**config.mk**
```make
export PLATFORM = sky130hd
export DESIGN_NAME = pcm_tdm_port
export DESIGN_NICKNAME = d
export VERILOG_FILES = /design/src/rtl/pcm_pkg.sv /design/src/rtl/pcm_rst_sync.sv /design/src/rtl/pcm_clkgen.sv /design/src/rtl/pcm_frame.sv /design/src/rtl/pcm_slot_io.sv /design/src/rtl/pcm_tdm_port.sv
export SDC_FILE = /design/constraint.sdc
export NUM_CORES = 1
export LEC_CHECK = 0
export ABC_AREA = 1
export ABC_CLOCK_PERIOD_IN_PS = 4350
export BUFFER_PORTS_ARGS = -buffer_cell sky130_fd_sc_hd__buf_2
export CORE_ASPECT_RATIO = 0.5
export CORE_MARGIN = 2
export CORE_UTILIZATION = 30
export DETAILED_ROUTE_END_ITERATION = 8
export GPL_TIMING_DRIVEN = 0
export PLACE_DENSITY = 0.45
export RECOVER_POWER = 50
export REMOVE_ABC_BUFFERS = 1
export SLEW_MARGIN = 20
export SYNTH_ARGS = -nofsm -noshare
export SYNTH_HDL_FRONTEND = slang
export SYNTH_SLANG_ARGS = --single-unit
```
**constraint.sdc**
```tcl
create_clock -name clk -period 4.35 [get_ports clk]
set_clock_uncertainty 0.2 [all_clocks]
set_input_delay 0.87 -clock clk [delete_from_list [all_inputs] [get_ports clk]]
set_output_delay 0.87 -clock clk [all_outputs]
set_load 0.02 [all_outputs]
```
**src/rtl/pcm_pkg.sv**
```systemverilog
package pcm_pkg;
  localparam int unsigned SMP_NARROW = 8;
  localparam int unsigned SMP_WIDE   = 16;

  typedef enum logic {
    FS_LONG  = 1'b0,
    FS_SHORT = 1'b1
  } fs_fmt_e;
endpackage

```
**src/rtl/pcm_rst_sync.sv**
```systemverilog
module pcm_rst_sync (
  input  logic clk,
  input  logic rst_n,
  output logic rst_sn
);
  logic stage;

  always_ff @(posedge clk or negedge rst_n) begin
    if (!rst_n) begin
      stage  <= 1'b0;
      rst_sn <= 1'b0;
    end else begin
      stage  <= 1'b1;
      rst_sn <= stage;
    end
  end
endmodule

```
**src/rtl/pcm_clkgen.sv**
```systemverilog
module pcm_clkgen #(
  parameter int FRAME_BITS = 256,
  parameter int HALF_DIV   = 2,
  parameter int BIT_W      = $clog2(FRAME_BITS)
) (
  input  logic                clk,
  input  logic                rst_n,
  input  logic                run,
  input  pcm_pkg::fs_fmt_e    fmt,
  input  logic                wide,
  output logic                bclk_o,
  output logic                fsync_o
);
  localparam int PC_W = (2 * HALF_DIV > 1) ? $clog2(2 * HALF_DIV) : 1;
  localparam logic [PC_W-1:0]  PC_LAST  = PC_W'(2 * HALF_DIV - 1);
  localparam logic [PC_W-1:0]  PC_RISE  = PC_W'(HALF_DIV);
  localparam logic [BIT_W-1:0] BIT_LAST = BIT_W'(FRAME_BITS - 1);

  logic [PC_W-1:0]  pc, pc_n;
  logic [BIT_W-1:0] gbit, gbit_n, fs_len;
  logic             bclk_n, fsync_n;

  always_comb begin
    fs_len = wide ? BIT_W'(pcm_pkg::SMP_WIDE) : BIT_W'(pcm_pkg::SMP_NARROW);
    if (run) begin
      pc_n   = (pc == PC_LAST) ? '0 : pc + PC_W'(1);
      gbit_n = gbit;
      if (pc_n == PC_RISE) gbit_n = (gbit == BIT_LAST) ? '0 : gbit + BIT_W'(1);
      bclk_n  = (pc_n >= PC_RISE);
      fsync_n = (fmt == pcm_pkg::FS_SHORT) ? (gbit_n == BIT_LAST) : (gbit_n < fs_len);
    end else begin
      pc_n    = '0;
      gbit_n  = BIT_LAST;
      bclk_n  = 1'b0;
      fsync_n = 1'b0;
    end
  end

  always_ff @(posedge clk or negedge rst_n) begin
    if (!rst_n) begin
      pc      <= '0;
      gbit    <= BIT_LAST;
      bclk_o  <= 1'b0;
      fsync_o <= 1'b0;
    end else begin
      pc      <= pc_n;
      gbit    <= gbit_n;
      bclk_o  <= bclk_n;
      fsync_o <= fsync_n;
    end
  end

  // generator stopped means both clock lines are low on the next cycle
  p_pd_low_r11: assert property (@(posedge clk) disable iff (!rst_n)
    !run |=> (!bclk_o && !fsync_o));
endmodule

```
**src/rtl/pcm_frame.sv**
```systemverilog
module pcm_frame #(
  parameter int FRAME_BITS = 256,
  parameter int BIT_W      = $clog2(FRAME_BITS),
  parameter int SW         = pcm_pkg::SMP_WIDE
) (
  input  logic                clk,
  input  logic                rst_n,
  input  logic                bclk_i,
  input  logic                fs_i,
  input  pcm_pkg::fs_fmt_e    fmt,
  input  logic [SW-1:0]       tx_hold,
  output logic                fall,
  output logic [BIT_W-1:0]    bit_idx,
  output logic                in_frame,
  output logic [SW-1:0]       tx_smp
);
  localparam logic [BIT_W-1:0] BIT_LAST = BIT_W'(FRAME_BITS - 1);

  logic             bclk_q, fs_q, fs_fall, fs_fall_n;
  logic             rise, fstart, inf_n;
  logic [BIT_W-1:0] idx_n;
  logic [SW-1:0]    smp_n;

  always_comb begin
    rise      = bclk_i & ~bclk_q;
    fall      = ~bclk_i & bclk_q;
    fstart    = (fmt == pcm_pkg::FS_SHORT) ? (rise & fs_fall) : (fs_i & ~fs_q);
    fs_fall_n = fall ? fs_i : fs_fall;
    idx_n     = bit_idx;
    inf_n     = in_frame;
    smp_n     = tx_smp;
    if (fstart) begin
      idx_n = '0;
      inf_n = 1'b1;
      smp_n = tx_hold;
    end else if (rise && in_frame) begin
      if (bit_idx == BIT_LAST) inf_n = 1'b0;
      else                     idx_n = bit_idx + BIT_W'(1);
    end
  end

  always_ff @(posedge clk or negedge rst_n) begin
    if (!rst_n) begin
      bclk_q   <= 1'b0;
      fs_q     <= 1'b0;
      fs_fall  <= 1'b0;
      bit_idx  <= '0;
      in_frame <= 1'b0;
      tx_smp   <= '0;
    end else begin
      bclk_q   <= bclk_i;
      fs_q     <= fs_i;
      fs_fall  <= fs_fall_n;
      bit_idx  <= idx_n;
      in_frame <= inf_n;
      tx_smp   <= smp_n;
    end
  end

  // inside a frame the index only advances by one or restarts at zero
  p_idx_step_r5: assert property (@(posedge clk) disable iff (!rst_n)
    (in_frame && $past(in_frame) && bit_idx != $past(bit_idx)) |->
      (bit_idx == $past(bit_idx) + BIT_W'(1) || bit_idx == '0));
endmodule

```
**src/rtl/pcm_slot_io.sv**
```systemverilog
module pcm_slot_io #(
  parameter int BIT_W = 8,
  parameter int SW    = pcm_pkg::SMP_WIDE
) (
  input  logic              clk,
  input  logic              rst_n,
  input  logic              en,
  input  logic              pwrdn,
  input  logic              wide,
  input  logic [BIT_W-1:0]  slot_off,
  input  logic [BIT_W-1:0]  bit_idx,
  input  logic              in_frame,
  input  logic [SW-1:0]     tx_smp,
  input  logic              fall,
  input  logic              din,
  output logic              tx_slot,
  output logic              dout_lo,
  output logic [SW-1:0]     rx_data,
  output logic              rx_valid
);
  localparam int SEL_W = $clog2(SW);
  localparam int NW    = pcm_pkg::SMP_NARROW;

  logic [BIT_W-1:0] offs, w_len;
  logic [SEL_W-1:0] sel;
  logic             hit, last;
  logic [SW-1:0]    rx_sh, rx_sh_n, rx_data_n;
  logic             rx_valid_n;

  always_comb begin
    w_len = wide ? BIT_W'(SW) : BIT_W'(NW);
    offs  = bit_idx - slot_off;
    hit   = in_frame & en & ~pwrdn & (bit_idx >= slot_off) & (offs < w_len);
    last  = (offs == w_len - BIT_W'(1));
    sel   = (wide ? SEL_W'(SW - 1) : SEL_W'(NW - 1)) - offs[SEL_W-1:0];
    tx_slot = hit;
    dout_lo = hit & ~tx_smp[sel];

    rx_sh_n    = rx_sh;
    rx_data_n  = rx_data;
    rx_valid_n = 1'b0;
    if (fall && hit) begin
      rx_sh_n = {rx_sh[SW-2:0], din};
      if (last) begin
        rx_valid_n = 1'b1;
        rx_data_n  = wide ? rx_sh_n : {{(SW-NW){1'b0}}, rx_sh_n[NW-1:0]};
      end
    end
  end

  always_ff @(posedge clk or negedge rst_n) begin
    if (!rst_n) begin
      rx_sh    <= '0;
      rx_data  <= '0;
      rx_valid <= 1'b0;
    end else begin
      rx_sh    <= rx_sh_n;
      rx_data  <= rx_data_n;
      rx_valid <= rx_valid_n;
    end
  end

  // the receive strobe lasts one cycle and follows a falling bit-clock edge
  p_valid_single_r8: assert property (@(posedge clk) disable iff (!rst_n)
    rx_valid |=> !rx_valid);
  p_valid_on_fall_r8: assert property (@(posedge clk) disable iff (!rst_n)
    rx_valid |-> $past(fall));
  // a disabled or powered-down port raises no strobe
  p_quiet_disabled_r10: assert property (@(posedge clk) disable iff (!rst_n)
    (!en || pwrdn) |=> !rx_valid);
endmodule

```
**src/rtl/pcm_tdm_port.sv**
```systemverilog
module pcm_tdm_port #(
  parameter int FRAME_BITS = 256,
  parameter int HALF_DIV   = 2,
  parameter int BIT_W      = $clog2(FRAME_BITS),
  parameter int SW         = pcm_pkg::SMP_WIDE
) (
  input  logic             clk,
  input  logic             rst_n,
  input  logic             master,
  input  logic             short_fs,
  input  logic             wide,
  input  logic             en,
  input  logic             pwrdn,
  input  logic [BIT_W-1:0] slot_off,
  input  logic             bclk_in,
  input  logic             fsync_in,
  input  logic             din,
  input  logic [SW-1:0]    tx_hold,
  output logic             bclk_out,
  output logic             fsync_out,
  output logic             dout_lo,
  output logic             tx_slot,
  output logic [SW-1:0]    rx_data,
  output logic             rx_valid
);
  logic                rst_sn, run, bclk_i, fs_i, fall, in_frame;
  logic [BIT_W-1:0]    bit_idx;
  logic [SW-1:0]       tx_smp;
  pcm_pkg::fs_fmt_e    fmt;

  assign fmt    = pcm_pkg::fs_fmt_e'(short_fs);
  assign run    = master & ~pwrdn;
  assign bclk_i = master ? bclk_out  : bclk_in;
  assign fs_i   = master ? fsync_out : fsync_in;

  pcm_rst_sync u_rst (.clk(clk), .rst_n(rst_n), .rst_sn(rst_sn));

  pcm_clkgen #(.FRAME_BITS(FRAME_BITS), .HALF_DIV(HALF_DIV), .BIT_W(BIT_W)) u_gen (
    .clk(clk), .rst_n(rst_sn), .run(run), .fmt(fmt), .wide(wide),
    .bclk_o(bclk_out), .fsync_o(fsync_out));

  pcm_frame #(.FRAME_BITS(FRAME_BITS), .BIT_W(BIT_W), .SW(SW)) u_frame (
    .clk(clk), .rst_n(rst_sn), .bclk_i(bclk_i), .fs_i(fs_i), .fmt(fmt),
    .tx_hold(tx_hold), .fall(fall), .bit_idx(bit_idx), .in_frame(in_frame),
    .tx_smp(tx_smp));

  pcm_slot_io #(.BIT_W(BIT_W), .SW(SW)) u_slot (
    .clk(clk), .rst_n(rst_sn), .en(en), .pwrdn(pwrdn), .wide(wide),
    .slot_off(slot_off), .bit_idx(bit_idx), .in_frame(in_frame),
    .tx_smp(tx_smp), .fall(fall), .din(din), .tx_slot(tx_slot),
    .dout_lo(dout_lo), .rx_data(rx_data), .rx_valid(rx_valid));

  // in slave mode the clock outputs stay low
  p_slave_quiet_r4: assert property (@(posedge clk) disable iff (!rst_sn)
    !master |=> (!bclk_out && !fsync_out));
endmodule

```
==> out/summary.md, run 1 <==
The flow ran to the end, but the final reports show violations. The final reports fail on capacitance limit, slew limit. The HPWL after detailed placement came out at 6230 µm. Derived from the worst setup path, the maximum achievable clock frequency is 242.7 MHz.

Once the floorplan was initialized, standard cells occupied 30.66% of the core. After synthesis the netlist holds a flip-flop and latch count of 73. For the number of filler cells placed in the layout, the log shows 1,445. Path type of the worst min-delay path: input port to asynchronous set/reset pin. Summed over all cells, the static leakage comes to 2.660 nW.

For the post-synth design cell area, the log shows 0.004143 mm². The tree is rooted in a sky130_fd_sc_hd__clkbuf_16. The overall power consumption is 0.002049 W, and the area overhead of the layout relative to synthesis is 17.25%. The warning count from the yosys run came out at 0. The synthesized-area fraction occupied by ao, oa, aoi and oai cells is 7.551%, and the routed wire length per instance is 11.86 µm. The repair_antennas step left the layout with diodes totalling 0. In the synthesized netlist, the cells that appear most often are sky130_fd_sc_hd__nand2_1, sky130_fd_sc_hd__dfrtp_1, sky130_fd_sc_hd__inv_1. The logs give 0 for the number of antenna violations at the first check in global routing and 39 for the largest net degree at the start of global routing. The number of buffer cells added on primary ports works out to 54.

Sorting the synthesized cells by area gives the leading types as sky130_fd_sc_hd__dfrtp_1, sky130_fd_sc_hd__nand2_1, sky130_fd_sc_hd__inv_1, sky130_fd_sc_hd__dfstp_2, sky130_fd_sc_hd__ha_1. The total negative slack for setup checks was 0 ns; the area share of xor/xnor cells in the synthesized design was 1.691%. The total DRC errors in the routed layout is 0.

Row generation in the floorplan step produced 30 rows. STA puts the critical path data required time at 3.28 ns. TritonCTS built the clock tree.

The slowest stage of the critical path belongs to the cell sky130_fd_sc_hd__fa_1. The final standard cell utilization of the core came out at 35.94%. The power density over the cells is 421.8 mW/mm².

Setup slack after placement: 0.08052 ns. The routed design has 8871 µm of wire. The critical path goes through buf_2 > ha_1 > inv_1 > fa_1 > nand2_1 > nand2_2 > nand3b_1 > nand2_1 > ha_1 > nor2_1 > nand3_1 > a21oi_1 > nand2_1 > nor2_4 > nand2_8 > nor2_1 > buf_4. For the design area, the log shows 0.004857 mm². After detailed placement, the total cell area comes to 0.004542 mm².

In this run the biggest area consumer among cell types represents 39.26% of the synthesized area. Summing the areas of all fa, ha and maj instances in the mapped netlist gives 5.316% of the synthesized area. Of all nets on the critical path, the largest fanout is 4.

The worst-case vdd ir drop is 180.8 µV. After synthesis, the largest family of logic cells by area is simple AND/OR/NAND/NOR gates. After floorplanning, the core was sized to cover 0.01351 mm². The portion of synthesized area spent on multiplexers is 0%.

On the critical path the largest part of the delay comes from simple AND/OR/NAND/NOR gates. The final layout contains 618 nets. In the synthesized netlist, the number of instances is 511.

Yosys mapped the design onto 41 distinct sky130hd cell types. In this run, CTS created clock tree buffers numbering 9. Summed over all instances, the cell type with the most area after synthesis is sky130_fd_sc_hd__dfrtp_1. In this run the number of H-tree levels came out at 3. The global-route wire length before repair was 15,770 µm. STA classifies the critical path startpoint as an input port. The tools report the remaining antenna violation count after routing as 0. Endpoint of the most critical register-to-register path: u_slot.rx_data[0].

The fraction of final layout cells sized beyond drive strength 1 was 21.33%; the sequential cell area fraction in the yosys report was 44.34%. For the register-to-register path setup slack, the log shows 0.84 ns. The average size of a mapped cell was 8.107 µm². After clock tree synthesis, the clock-pin slew on the worst setup and hold paths is 0.06 ns. On the worst path, the slowest cell contributes a delay of 0.41 ns. The run gives 73 as the CTS sink count. Dividing the final minimum period by the clock period gives 94.71%.

Counting cells, the worst reg-to-reg path comes to 19. The height of the die is 87.10 µm, and the minimum clock period after layout is 4.120 ns. Setup violations remaining at the end of the flow were counted as 0.

The clock passes through at most 2 buffers. At the worst endpoint, the arrival time is 3.05 ns. The via count of the first global-routing pass was 3,324; the via-per-instance ratio was 4.338. The die covers 0.01482 mm². In this run the horizontal extent of the chip is 170.2 µm. In this run the critical register-to-register path is launched from u_frame.bit_idx[0].

The number of flops mapped to enable cells by yosys was 0. The tools report the total via count after detailed routing as 3,245. The insertion delay to the later sink of the worst-skew pair came out at 0.33 ns. The buffer and inverter count on the worst path is 3, and the worst-case setup margin in the final layout is 0.2300 ns. Post-synthesis simple-gate area fraction: 32.07%. The worst setup path is captured at an output pin. The max-capacitance violation count was 1; the final number of max-transition violations was 39. Setup repair after global routing left no endpoint under its margin. The transition time at the pin with the least slew margin was 2.097 ns; the count of boundary I/O pins was 55. Sum of overflow across all layers after global routing: 0. For this run, asynchronously set or reset flops after synthesis account for 100.0%.

For the number of violations reported at the end of detailed-routing iteration 0, the log shows 125. Most repeated library cell on the critical path: sky130_fd_sc_hd__nand2_1. In the post-synthesis netlist, the cell with the most instances is sky130_fd_sc_hd__nand2_1. Dominant synthesized flop cell: sky130_fd_sc_hd__dfrtp_1.

The tools report the placer congestion estimate as 0.7701. The total global-route track usage is 13.40%, and the number of optimization iterations in the first detailed-route pass is 6. The critical path is of the input port to output pin type.

The number of hold-slack violations in the final timing report was 0. Headroom to the max-slew limit came out at -39.82%.
## sequential cells by signal, indices dropped and copies added (netlist names)
name	flops
u_frame.fs_fall	1
u_gen.bclk_o	1
u_slot.rx_valid	1
u_frame.tx_smp	16
u_frame.in_frame	1
u_slot.rx_data	16
u_gen.gbit	8
u_gen.fsync_o	1
u_frame.bit_idx	8
u_rst.stage	1
u_gen.pc	1
u_rst.rst_sn	1
u_frame.fs_q	1
u_frame.bclk_q	1
u_slot.rx_sh	15
## timing repair
action,4_1_cts,5_1_grt
endpoints found under the hold margin,0,0
hold buffers,0,0
endpoints found under the setup margin,0,2
resized for setup,0,2
setup buffers,0,3
## area by class of cell
type                    count  area [µm²]  share of cell area (%)
multi-input cells         357        1944                   40.03
flip-flops and latches     73        1837                   37.82
repair buffers             58       296.5                   6.105
inverters                  68       255.2                   5.255
clock buffers               9       225.2                   4.637
well taps                 176       220.2                   4.534
clock inverters             7       78.83                   1.623
## cells by family (layout without fill, tap and decap cells)
kind of cell	count (synthesis)	in the layout
DFF	73	73
AOI/OAI and AO/OA	60	60
buffers and inverters	81	142
adders and majority gates	17	17
other	1	1
and+or+nand+nor	271	271
xor gates and xnor gates	8	8
## through the flow
step                std cells  hold slack, ns
floorplan                 498          0.1312
finish                    748          0.1141
CTS                       745          0.1019
global route              748          0.1078
global placement          728          0.1348
detailed placement        729          0.1167
## report_power, final
part | switching, W | internal, W | leakage [nW]
Clock | 0.000313 | 0.000449 | 0.150
Sequential | 0.0000448 | 0.000745 | 0.950
Combinational | 0.000313 | 0.000184 | 1.56
Total | 0.000671 | 0.00138 | 2.66
## worst register-to-register path, cell delays in order, from the launching register on
cell                       delay (ns)
sky130_fd_sc_hd__dfrtp_1         0.38
sky130_fd_sc_hd__inv_1           0.15
sky130_fd_sc_hd__ha_1            0.18
sky130_fd_sc_hd__inv_1           0.05
sky130_fd_sc_hd__fa_1            0.41
sky130_fd_sc_hd__nand2_1         0.10
sky130_fd_sc_hd__nand2_2         0.10
sky130_fd_sc_hd__nand3b_1        0.12
sky130_fd_sc_hd__nand2_1         0.07
sky130_fd_sc_hd__ha_1            0.18
sky130_fd_sc_hd__nor2_1          0.08
sky130_fd_sc_hd__nand3_1         0.08
sky130_fd_sc_hd__a21oi_1         0.12
sky130_fd_sc_hd__nand2_1         0.10
sky130_fd_sc_hd__nor2_4          0.21
sky130_fd_sc_hd__nand2_8         0.07
sky130_fd_sc_hd__buf_4           0.20
sky130_fd_sc_hd__nor2_8          0.42
sky130_fd_sc_hd__nand3_1         0.14
sky130_fd_sc_hd__nand2_1         0.09
## placed cells by master, fill, tap and decap left out, drive strengths merged, types with 4 or more instances in the layout
master,instances
buf,55
inv,68
xor2,4
nor2,28
nor3,4
dfrtp,65
clkinv,6
dfstp,8
o21ai,40
or2,4
clkbuf,12
nand4,6
nand3,43
a21oi,15
xnor2,4
nand2,180
ha,16
## how the worst max path moves through the flow
stage,startpoint,end,slack (ns),depth (start not counted)
3_5_place_dp,slot_off[0],dout_lo,0.08,17
6_report,slot_off[0],dout_lo,0.23,17
5_1_grt,slot_off[0],dout_lo,0.02,17
4_1_cts,slot_off[0],dout_lo,0.07,17
2_1_floorplan,slot_off[0],dout_lo,0.43,15
3_3_place_gp,slot_off[0],dout_lo,0.06,17
## routing by layer
metal / up-vias / GRT usage (%) / wire length (µm)
met4: 0 / 3.497 / 90
met2: 33 / 21.43 / 3917
met1: 1484 / 18.10 / 4592
met3: 8 / 3.589 / 270
li1: 1720 / - / -
met5: - / 0 / 0
(Power assumes the default switching activity.)
==> run 2: changes to the inputs <==
CTS_BUF_LIST = sky130_fd_sc_hd__clkbuf_4 sky130_fd_sc_hd__clkbuf_8   (was unset)
SYNTH_HIERARCHICAL = 1   (was unset)
==> run 2 against run 1 <==
  * The run still ends with capacitance limit, slew limit left
  * Synthesized cell count up 6.8%
  * Combinational power up 19%
  * Register-to-register slack about the same
  * Total power down 7.4%
  * Count of clock-buffer cells in the layout unchanged
  * Clock power down 32%
  * Final cell count up 6.6%
  * Fmax up 0.81%
  * Worst setup slack better by 0.033 ns
  * Design area down 0.64%
==> out/summary.md, run 2 <==
The post-layout instance count excluding filler cells came out at 797 (was 748). Failing checks: capacitance limit, slew limit (unchanged). The total placed cells including tap cells came out at 781 (was 729). The tools report the logic gate share of total power as 31.2% (was 24.2%). Overall power consumption: 0.001896 W (was 0.002049 W).

Setup repair after global routing left no endpoint under its margin. The area share of the largest cell type after synthesis was 38.42% (was 39.26%); the buffer levels on the longest clock path was 2 (unchanged). The die footprint was 0.01514 mm² (was 0.01482 mm²); the core footprint was 0.01366 mm² (was 0.01351 mm²). The HPWL after detailed placement was 6561 µm (was 6230 µm). The count of boundary I/O pins is 55 (unchanged).

The layout net count was 651 (was 618). The path type of the worst min-delay path was input port to asynchronous set/reset pin (unchanged). Kind of cell adding the most delay to the critical path: simple AND/OR/NAND/NOR gates (unchanged). The total DRC errors in the routed layout was 0 (unchanged); the number of antenna violations at the first check in global routing was 0 (unchanged). The run gives 41.5% (was 38.6%) as the register share of total power.

The post-synthesis simple-gate area fraction works out to 35.96% (was 32.07%). The via-per-instance ratio is 4.201 (was 4.338). The logs give 0.0007212 W (was 0.0006707 W) for the reported net switching power and 1 (unchanged) for the max-capacitance violation count. The design area was 0.004826 mm² (was 0.004857 mm²); the worst-case vdd ir drop was 149.9 µV (was 180.8 µV). Die width: 172.0 µm (was 170.2 µm). TritonCTS built the clock tree.

The run finished, with violations left. For the via count of the first global-routing pass, the log shows 3,204 (was 3,324). Library cell contributing the largest single delay on the critical path: sky130_fd_sc_hd__fa_1 (unchanged). The power density over the cells came out at 393.0 mW/mm² (was 421.8 mW/mm²).

The synthesized-area fraction occupied by ao, oa, aoi and oai cells came out at 5.940% (was 7.551%). The worst endpoint data arrival time was 3.02 ns (was 3.05 ns); the number of hold-repair buffers added at the cts stage was 0 (unchanged). The sequential cell area fraction in the yosys report was 43.38% (was 44.34%); the clock-pin slew on the worst setup and hold paths was 0.08 ns (was 0.06 ns).

The logs give 0.85 ns (was 0.84 ns) for the register-to-register path setup slack and 0.004683 mm² (was 0.004542 mm²) for the placed standard-cell area. Most common cell in the netlist: sky130_fd_sc_hd__nand2_1 (unchanged). The endpoint required time on the critical path was 3.28 ns (about the same).

The run gives 0.08303 ns (was 0.1141 ns) as the worst hold margin. The share of synthesized flip-flops with an asynchronous set or reset is 100.0% (unchanged). Dominant cells by area after synthesis: sky130_fd_sc_hd__dfrtp_1, sky130_fd_sc_hd__nand2_1, sky130_fd_sc_hd__inv_1, sky130_fd_sc_hd__dfstp_2, sky130_fd_sc_hd__ha_1 (unchanged). For the count of cell types in the netlist, the log shows 44 (was 41).

The most frequent standard cell in the layout excluding fill and tap cells was sky130_fd_sc_hd__nand2_1 (unchanged). Post-synthesis adder-cell area fraction: 5.201% (was 5.316%). The area overhead of the layout relative to synthesis works out to 13.98% (was 17.25%). Commonest cells after routing, fill and taps aside: sky130_fd_sc_hd__nand2_1, sky130_fd_sc_hd__dfrtp_1, sky130_fd_sc_hd__inv_1 (unchanged). The switching portion of total power came out at 38.03% (was 32.73%). The tools report the CTS root buffer as sky130_fd_sc_hd__clkbuf_8 (was sky130_fd_sc_hd__clkbuf_16). Top cell types by occurrence after synthesis: sky130_fd_sc_hd__nand2_1, sky130_fd_sc_hd__dfrtp_1, sky130_fd_sc_hd__inv_1 (unchanged). Largest registers: u_frame/tx_smp (16), u_slot/rx_data (16), u_slot/rx_sh (15) (was u_frame.tx_smp (16), u_slot.rx_data (16), u_slot.rx_sh (15)). The tools report the number of hold-slack violations in the final timing report as 0 (unchanged).

The count of mapped cells out of synthesis was 546 (was 511). The final critical-path share of the clock period was 93.95% (was 94.71%). The endpoint of the most critical register-to-register path is u_frame/fs_q (was u_slot.rx_data[0]). The tools report the remaining antenna violation count after routing as 0 (unchanged). Row count: 30 (unchanged).

The post-synth design cell area is 0.004234 mm² (was 0.004143 mm²), and the peak clock frequency supported by timing is 244.7 MHz (was 242.7 MHz). The path depth of the worst reg2reg path was 1 (was 19); the minimum clock period after layout was 4.087 ns (was 4.120 ns). Worst setup path category: input port to output pin (unchanged). The logs give 0.001175 W (was 0.001378 W) for the design internal power and 0 (unchanged) for the total setup buffers inserted after CTS.

The total negative slack for setup checks is 0 ns (unchanged), and the H-tree depth reported by CTS is 3 (unchanged). The kind of end point of the critical path is an output pin (unchanged). Total number of cells along the worst setup path: 17 (unchanged). The routed wire length per instance came out at 11.25 µm (was 11.86 µm).

The warning count from the yosys run is 6 (was 0), and the area share of xor/xnor cells in the synthesized design is 0.8274% (was 1.691%). The final number of max-transition violations is 48 (was 39). The run gives 167 (was 125) as the number of violations reported at the end of detailed-routing iteration 0. The number of optimization iterations in the first detailed-route pass was 4 (was 6); the post-CTS resize count was 0 (unchanged).

The tools report the nature of the critical path startpoint as an input port (unchanged). The stage delay of the slowest cell on the critical path was 0.41 ns (about the same). Transition time at the pin with the least slew margin: 2.238 ns (was 2.097 ns). The share of cell area taken by muxes after synthesis came out at 0.4728% (was 0%). The dominant synthesized flop cell was sky130_fd_sc_hd__dfrtp_1 (unchanged). The sum of overflow across all layers after global routing was 0 (unchanged). The buffer and inverter count on the worst path works out to 4 (was 3). The combinational family with the most area after synthesis is simple AND/OR/NAND/NOR gates (unchanged). The height of the die is 88.01 µm (was 87.10 µm), and the worst slew margin relative to its limit is -49.22% (was -39.82%). The tools report the source of the worst register-to-register timing path as u_rst/rst_sn (was u_frame.bit_idx[0]). The number of buffer cells added on primary ports was 54 (unchanged); the number of buffers created by CTS was 9 (unchanged).

For the total global-route track usage, the log shows 13.07% (was 13.40%). The placer congestion estimate was 0.7736 (was 0.7701); the number of endpoints failing setup at the final stage was 0 (unchanged). The largest fanout of any net on the critical path is 4 (unchanged). The proportion of power drawn by the clock network was 27.3% (was 37.2%). The fraction of final layout cells sized beyond drive strength 1 is 19.83% (was 21.33%). The dominant cell type by area after synthesis is sky130_fd_sc_hd__dfrtp_1 (unchanged). Worst path cell trace: buf_2 > ha_1 > inv_1 > fa_1 > nand2_1 > nand2_2 > nand3b_1 > nand2_1 > ha_1 > inv_1 > nand4_1 > a21oi_1 > nand2_2 > nor2_8 > nand2_4 > nor2_1 > buf_2 (was buf_2 > ha_1 > inv_1 > fa_1 > nand2_1 > nand2_2 > nand3b_1 > nand2_1 > ha_1 > nor2_1 > nand3_1 > a21oi_1 > nand2_1 > nor2_4 > nand2_8 > nor2_1 > buf_4). Total via count after detailed routing: 3,348 (was 3,245). The CTS sink count is 73 (unchanged).

The post-detailed-routing wire length is 8970 µm (was 8871 µm), and the starting density of the core is 30.99% (was 30.66%). The tools report the critical path capture point as dout_lo (unchanged). The logs give 0.36 ns (was 0.33 ns) for the insertion delay to the later sink of the worst-skew pair and 48 (was 39) for the largest net degree at the start of global routing. The average size of a mapped cell came out at 7.755 µm² (was 8.107 µm²). The number of synthesized register bits is 73 (unchanged), and the global-route wire length before repair is 15,480 µm (was 15,770 µm). The number of flops mapped to enable cells by yosys was 0 (unchanged); the final antenna diode count was 0 (unchanged). Launching instance or port of the critical path: slot_off[0] (unchanged). The tools report the static leakage power as 2.692 nW (was 2.660 nW).
run 2: changes by cell type in the layout (fill, tap and decap cells not counted), moves of 9 or more:
cell | before | now
sky130_fd_sc_hd__nand3_1 | 26 | 35
sky130_fd_sc_hd__nand3_2 | 17 | 3
sky130_fd_sc_hd__nand2_1 | 170 | 213
sky130_fd_sc_hd__clkbuf_16 | 9 | 0
sky130_fd_sc_hd__clkbuf_8 | 0 | 9
sky130_fd_sc_hd__a21oi_1 | 15 | 6
sky130_fd_sc_hd__nor2_1 | 22 | 46
sky130_fd_sc_hd__o21ai_0 | 40 | 13
run 2: area by class of cell:
cell class	count	area, µm²
Fill cell	1525	8837
Multi-Input combinational cell	394	2036
Sequential cell	73	1837
Timing Repair Buffer	55	277.8
Inverter	67	251.5
Tap cell	192	240.2
Clock buffer	9	123.9
Clock inverter	7	60.06
run 2: kinds of logic (layout without fill, tap and decap cells):
logic type                 count (synthesis)  after routing
other                                      1              1
buffers and inverters                     79            138
AOI/OAI and AO/OA                         38             38
xor gates and xnor gates                   4              4
adders and majority gates                 17             17
muxes                                      2              2
and+or+nand+nor                          332            332
DFF                                       73             73
run 2: worst min path at each step:
stage	start	to	slack, ns	cells after the start
after CTS	u_rst/rst_sn	u_frame/bit_idx[1]	0.06	0
after floorplan	u_rst/stage	u_rst/rst_sn	0.13	0
after global placement	u_rst/stage	u_rst/rst_sn	0.13	0
final	rst_n	u_rst/stage	0.08	1
after global routing	rst_n	u_rst/stage	0.07	1
after detailed placement	u_rst/rst_sn	u_slot/rx_data[5]	0.06	0
run 2: per-layer routing:
metal | part of all wire, % | GRT usage (%)
met1 | 53 | 18.45
met2 | 42 | 19.93
met3 | 3.5 | 3.344
met4 | 1.0 | 3.667
met5 | 0 | 0
run 2: stage by stage:
step	worst slack (ns)	util (%)
after floorplan	0.5034	-
after global placement	0.2242	34.05
after detailed placement	0.2347	34.28
after CTS	0.2195	35.62
after global routing	0.06197	35.32
final	0.2632	35.32
run 2: power by group through the flow:
stage | clock [W] | combinational, W | sequential [W]
3_5_place_dp | 0 | 0.000605 | 0.000802
5_1_grt | 0.000572 | 0.000687 | 0.000801
2_1_floorplan | 0 | 0.000471 | 0.000792
4_1_cts | 0.000544 | 0.000608 | 0.000789
3_3_place_gp | 0 | 0.000590 | 0.000810
6_report | 0.000518 | 0.000592 | 0.000787
==> run 3: changes to the inputs <==
ABC_CLOCK_PERIOD_IN_PS = 3300   (was 4350)
PLACE_DENSITY = 0.47   (was 0.45)
clock period = 3.3 ns   (was 4.35 ns; I/O delays follow)
==> run 3 against run 2 <==
  * The flow finishes with violations (capacitance limit, slew limit, setup timing)
  * First-iteration DRC count increased by 19%
  * Non-clock buffer count increased by 26
  * Clock power rose by 27%
  * Highest routed layer unchanged
  * Worst setup slack got worse by 0.52 ns
  * Flip-flop and latch count is the same
  * Sequential share of layout area down 2.6 points
  * Total power rose by 42%
  * Routed wire length grew 6.8%
  * Critical path depth rose by 10
==> out/summary.md, run 3 (same netlist as run 2, synthesis figures left out) <==
The run finished, with violations left. Failing checks: capacitance limit, slew limit, setup timing (was capacitance limit, slew limit). For the met2 track utilization from global routing, the log shows 22.78% (was 19.93%). The power density over the cells was 521.7 mW/mm² (was 393.0 mW/mm²). Path type of the worst min-delay path: flop to flop (was input port to asynchronous set/reset pin). The reported net switching power was 0.001016 W (was 0.0007212 W); the logic gate share of total power was 37.2% (was 31.2%). The total global-route track usage came out at 13.92% (was 13.07%). The number of violations reported at the end of detailed-routing iteration 0 was 198 (was 167). The tools report the nature of the critical path startpoint as an input port (unchanged). The via-per-instance ratio was 4.241 (was 4.201); the post-detailed-routing wire length was 9579 µm (was 8970 µm). The number of optimization iterations in the first detailed-route pass is 4 (unchanged), and the final antenna diode count is 0 (unchanged). Buffer and inverter count on the worst path: 17 (was 4). The tools report the number of endpoints failing setup at the final stage as 19 (was 0). Setup repair after global routing could not meet its margin everywhere.

The number of buffers created by CTS is 9 (unchanged). The fraction of final layout cells sized beyond drive strength 1 came out at 26.94% (was 19.83%). The clock-pin slew on the worst setup and hold paths was 0.09 ns (was 0.08 ns); the sum of overflow across all layers after global routing was 0 (unchanged). Kind of end point of the critical path: a flop (was an output pin). The global-route wire length before repair came out at 16,440 µm (was 15,480 µm).

TritonCTS built the clock tree. The tools report the via count of the first global-routing pass as 3,429 (was 3,204). The row count was 30 (unchanged); the minimum clock period after layout was 3.555 ns. The die width came out at 172.0 µm (unchanged).

The tools report the final number of max-transition violations as 40 (was 48). The H-tree depth reported by CTS was 3 (unchanged); the overall power consumption was 0.002700 W (was 0.001896 W). The stage delay of the slowest cell on the critical path was 0.21 ns (was 0.41 ns); the total DRC errors in the routed layout was 0 (unchanged). Endpoint required time on the critical path: 3.36 ns (was 3.28 ns).

CTS root buffer: sky130_fd_sc_hd__clkbuf_8 (unchanged). The CTS sink count is 73 (unchanged). Proportion of power drawn by the clock network: 24.3% (was 27.3%). The run gives 0.36 ns (about the same) as the insertion delay to the later sink of the worst-skew pair. The run gives 40 (was 48) as the largest net degree at the start of global routing. The total via count after detailed routing was 3,490 (was 3,348). Commonest cells after routing, fill and taps aside: sky130_fd_sc_hd__nand2_1, sky130_fd_sc_hd__dfrtp_1, sky130_fd_sc_hd__inv_1 (unchanged).

The switching portion of total power was 37.63% (was 38.03%). The layer with the highest usage after global routing was met2 (unchanged). The worst endpoint data arrival time came out at 3.61 ns (was 3.02 ns). Most frequent standard cell in the layout excluding fill and tap cells: sky130_fd_sc_hd__nand2_1 (unchanged).

The worst setup path category was input port to flop (was input port to output pin). The tools report the peak clock frequency supported by timing as 281.3 MHz. The die footprint was 0.01514 mm² (unchanged); the number of buffer cells added on primary ports was 54 (unchanged).

For the layout net count, the log shows 677 (was 651). The design area is 0.005176 mm² (was 0.004826 mm²), and the HPWL after detailed placement is 6607 µm (was 6561 µm). The tools report the core footprint as 0.01366 mm² (unchanged). The routed wire length per instance came out at 11.64 µm (was 11.25 µm). Global-route track usage on met3: 3.615% (was 3.344%). The register share of total power is 38.5% (was 41.5%), and the largest fanout of any net on the critical path is 8 (was 4). The run gives 2 (unchanged) as the buffer levels on the longest clock path.

Among the stages of the critical path, the cell type that occurs most often is sky130_fd_sc_hd__buf_4. The max-capacitance violation count is 1 (unchanged), and the transition time at the pin with the least slew margin is 1.617 ns (was 2.238 ns). The placer congestion estimate was 0.7572 (was 0.7736); the placed standard-cell area was 0.004676 mm² (was 0.004683 mm²). Dividing the final minimum period by the clock period gives 107.7%. The starting density of the core came out at 30.99% (unchanged). The remaining antenna violation count after routing is 0 (unchanged). Largest registers: u_frame/tx_smp (16), u_slot/rx_data (16), u_slot/rx_sh (15) (unchanged). The worst slew margin relative to its limit is -7.819% (was -49.22%), and the met1 global-route usage is 18.46% (was 18.45%). The count of boundary I/O pins was 55 (unchanged); the design internal power was 0.001684 W (was 0.001175 W). The tools report the number of antenna violations at the first check in global routing as 0 (unchanged).

Kind of cell adding the most delay to the critical path: buffers and inverters (was simple AND/OR/NAND/NOR gates). The static leakage power is 2.836 nW (was 2.692 nW), and the number of hold-slack violations in the final timing report is 0 (unchanged). The height of the die works out to 88.01 µm (unchanged). The library cell contributing the largest single delay on the critical path was sky130_fd_sc_hd__fa_2 (was sky130_fd_sc_hd__fa_1). Area overhead of the layout relative to synthesis: 22.25% (was 13.98%). The run gives -0.2551 ns (was 0.2632 ns) as the worst-case setup margin in the final layout. Worst-case vdd ir drop: 175.4 µV (was 149.9 µV). The final standard cell utilization of the core was 37.88% (was 35.32%).
## run 3: changes by cell type in the layout (fill, tap and decap cells not counted), sizes merged
cell	change
dlygate4sd3	+1
clkinv	+2
clkbuf	+2
clkinvlp	-1
inv	-2
buf	+25
clkdlybuf4s25	-1
## run 3: per-stage QoR
step                      worst slack, ns  hold WS [ns]  instances  setup TNS, ns
final                             -0.2551        0.1548        823         -3.516
after global routing              -0.3859        0.1708        823         -8.334
after CTS                         -0.2282        0.1448        820         -3.472
after detailed placement          -0.4458        0.1387        781         -7.466
after global placement            -0.4457        0.1347        780         -16.61
after floorplan                   -0.1266        0.1312        534        -0.1266
## run 3: layout make-up
class / instances / area, µm²
fillers: 1484 / 8487
inverters: 67 / 251.5
flip-flops and latches: 73 / 1837
clock inverters: 6 / 42.54
clock buffers: 10 / 131.4
repair buffers: 81 / 511.7
well taps: 192 / 240.2
multi-input cells: 394 / 2162
## run 3: power by group through the flow
| stage | Sequential, W | Clock, W | Combinational, W |
|---|---|---|---|
| floorplan | 0.00104 | 0 | 0.000621 |
| global placement | 0.00107 | 0 | 0.000779 |
| detailed placement | 0.00106 | 0 | 0.000800 |
| CTS | 0.00104 | 0.000681 | 0.000978 |
| global route | 0.00106 | 0.000725 | 0.00114 |
| finish | 0.00104 | 0.000656 | 0.00100 |
## run 3: worst paths after layout
path | start | cells after the start | endpoint | slack (ns)
setup / recovery | slot_off[0] | 27 | u_slot/rx_data[9] | -0.26
hold / removal | u_rst/stage | 0 | u_rst/rst_sn | 0.15
setup reg to reg | u_frame/bit_idx[3] | 23 | u_slot/rx_data[9] | -0.23
hold reg to reg | u_rst/stage | 0 | u_rst/rst_sn | 0.15
max in group asynchronous | u_rst/rst_sn | 1 | u_frame/bclk_q | 0.82
min in group asynchronous | rst_n | 2 | u_rst/stage | 0.43
## run 3: what timing repair did
item,4_1_cts,5_1_grt
setup endpoints to repair,23,32
pin swaps,9,9
hold buffers,1,0
buffers inserted,22,3
resized for setup,17,13
endpoints found under the hold margin,2,0
## run 3: routing by layer
layer  share of wire (%)  vias to the layer above  wire [µm]
li1                    -                     1840          -
met1                  52                     1581       4940
met2                  43                       58       4161
met3                 3.6                       11        348
met4                 1.3                        0        129
met5                   0                        -          0
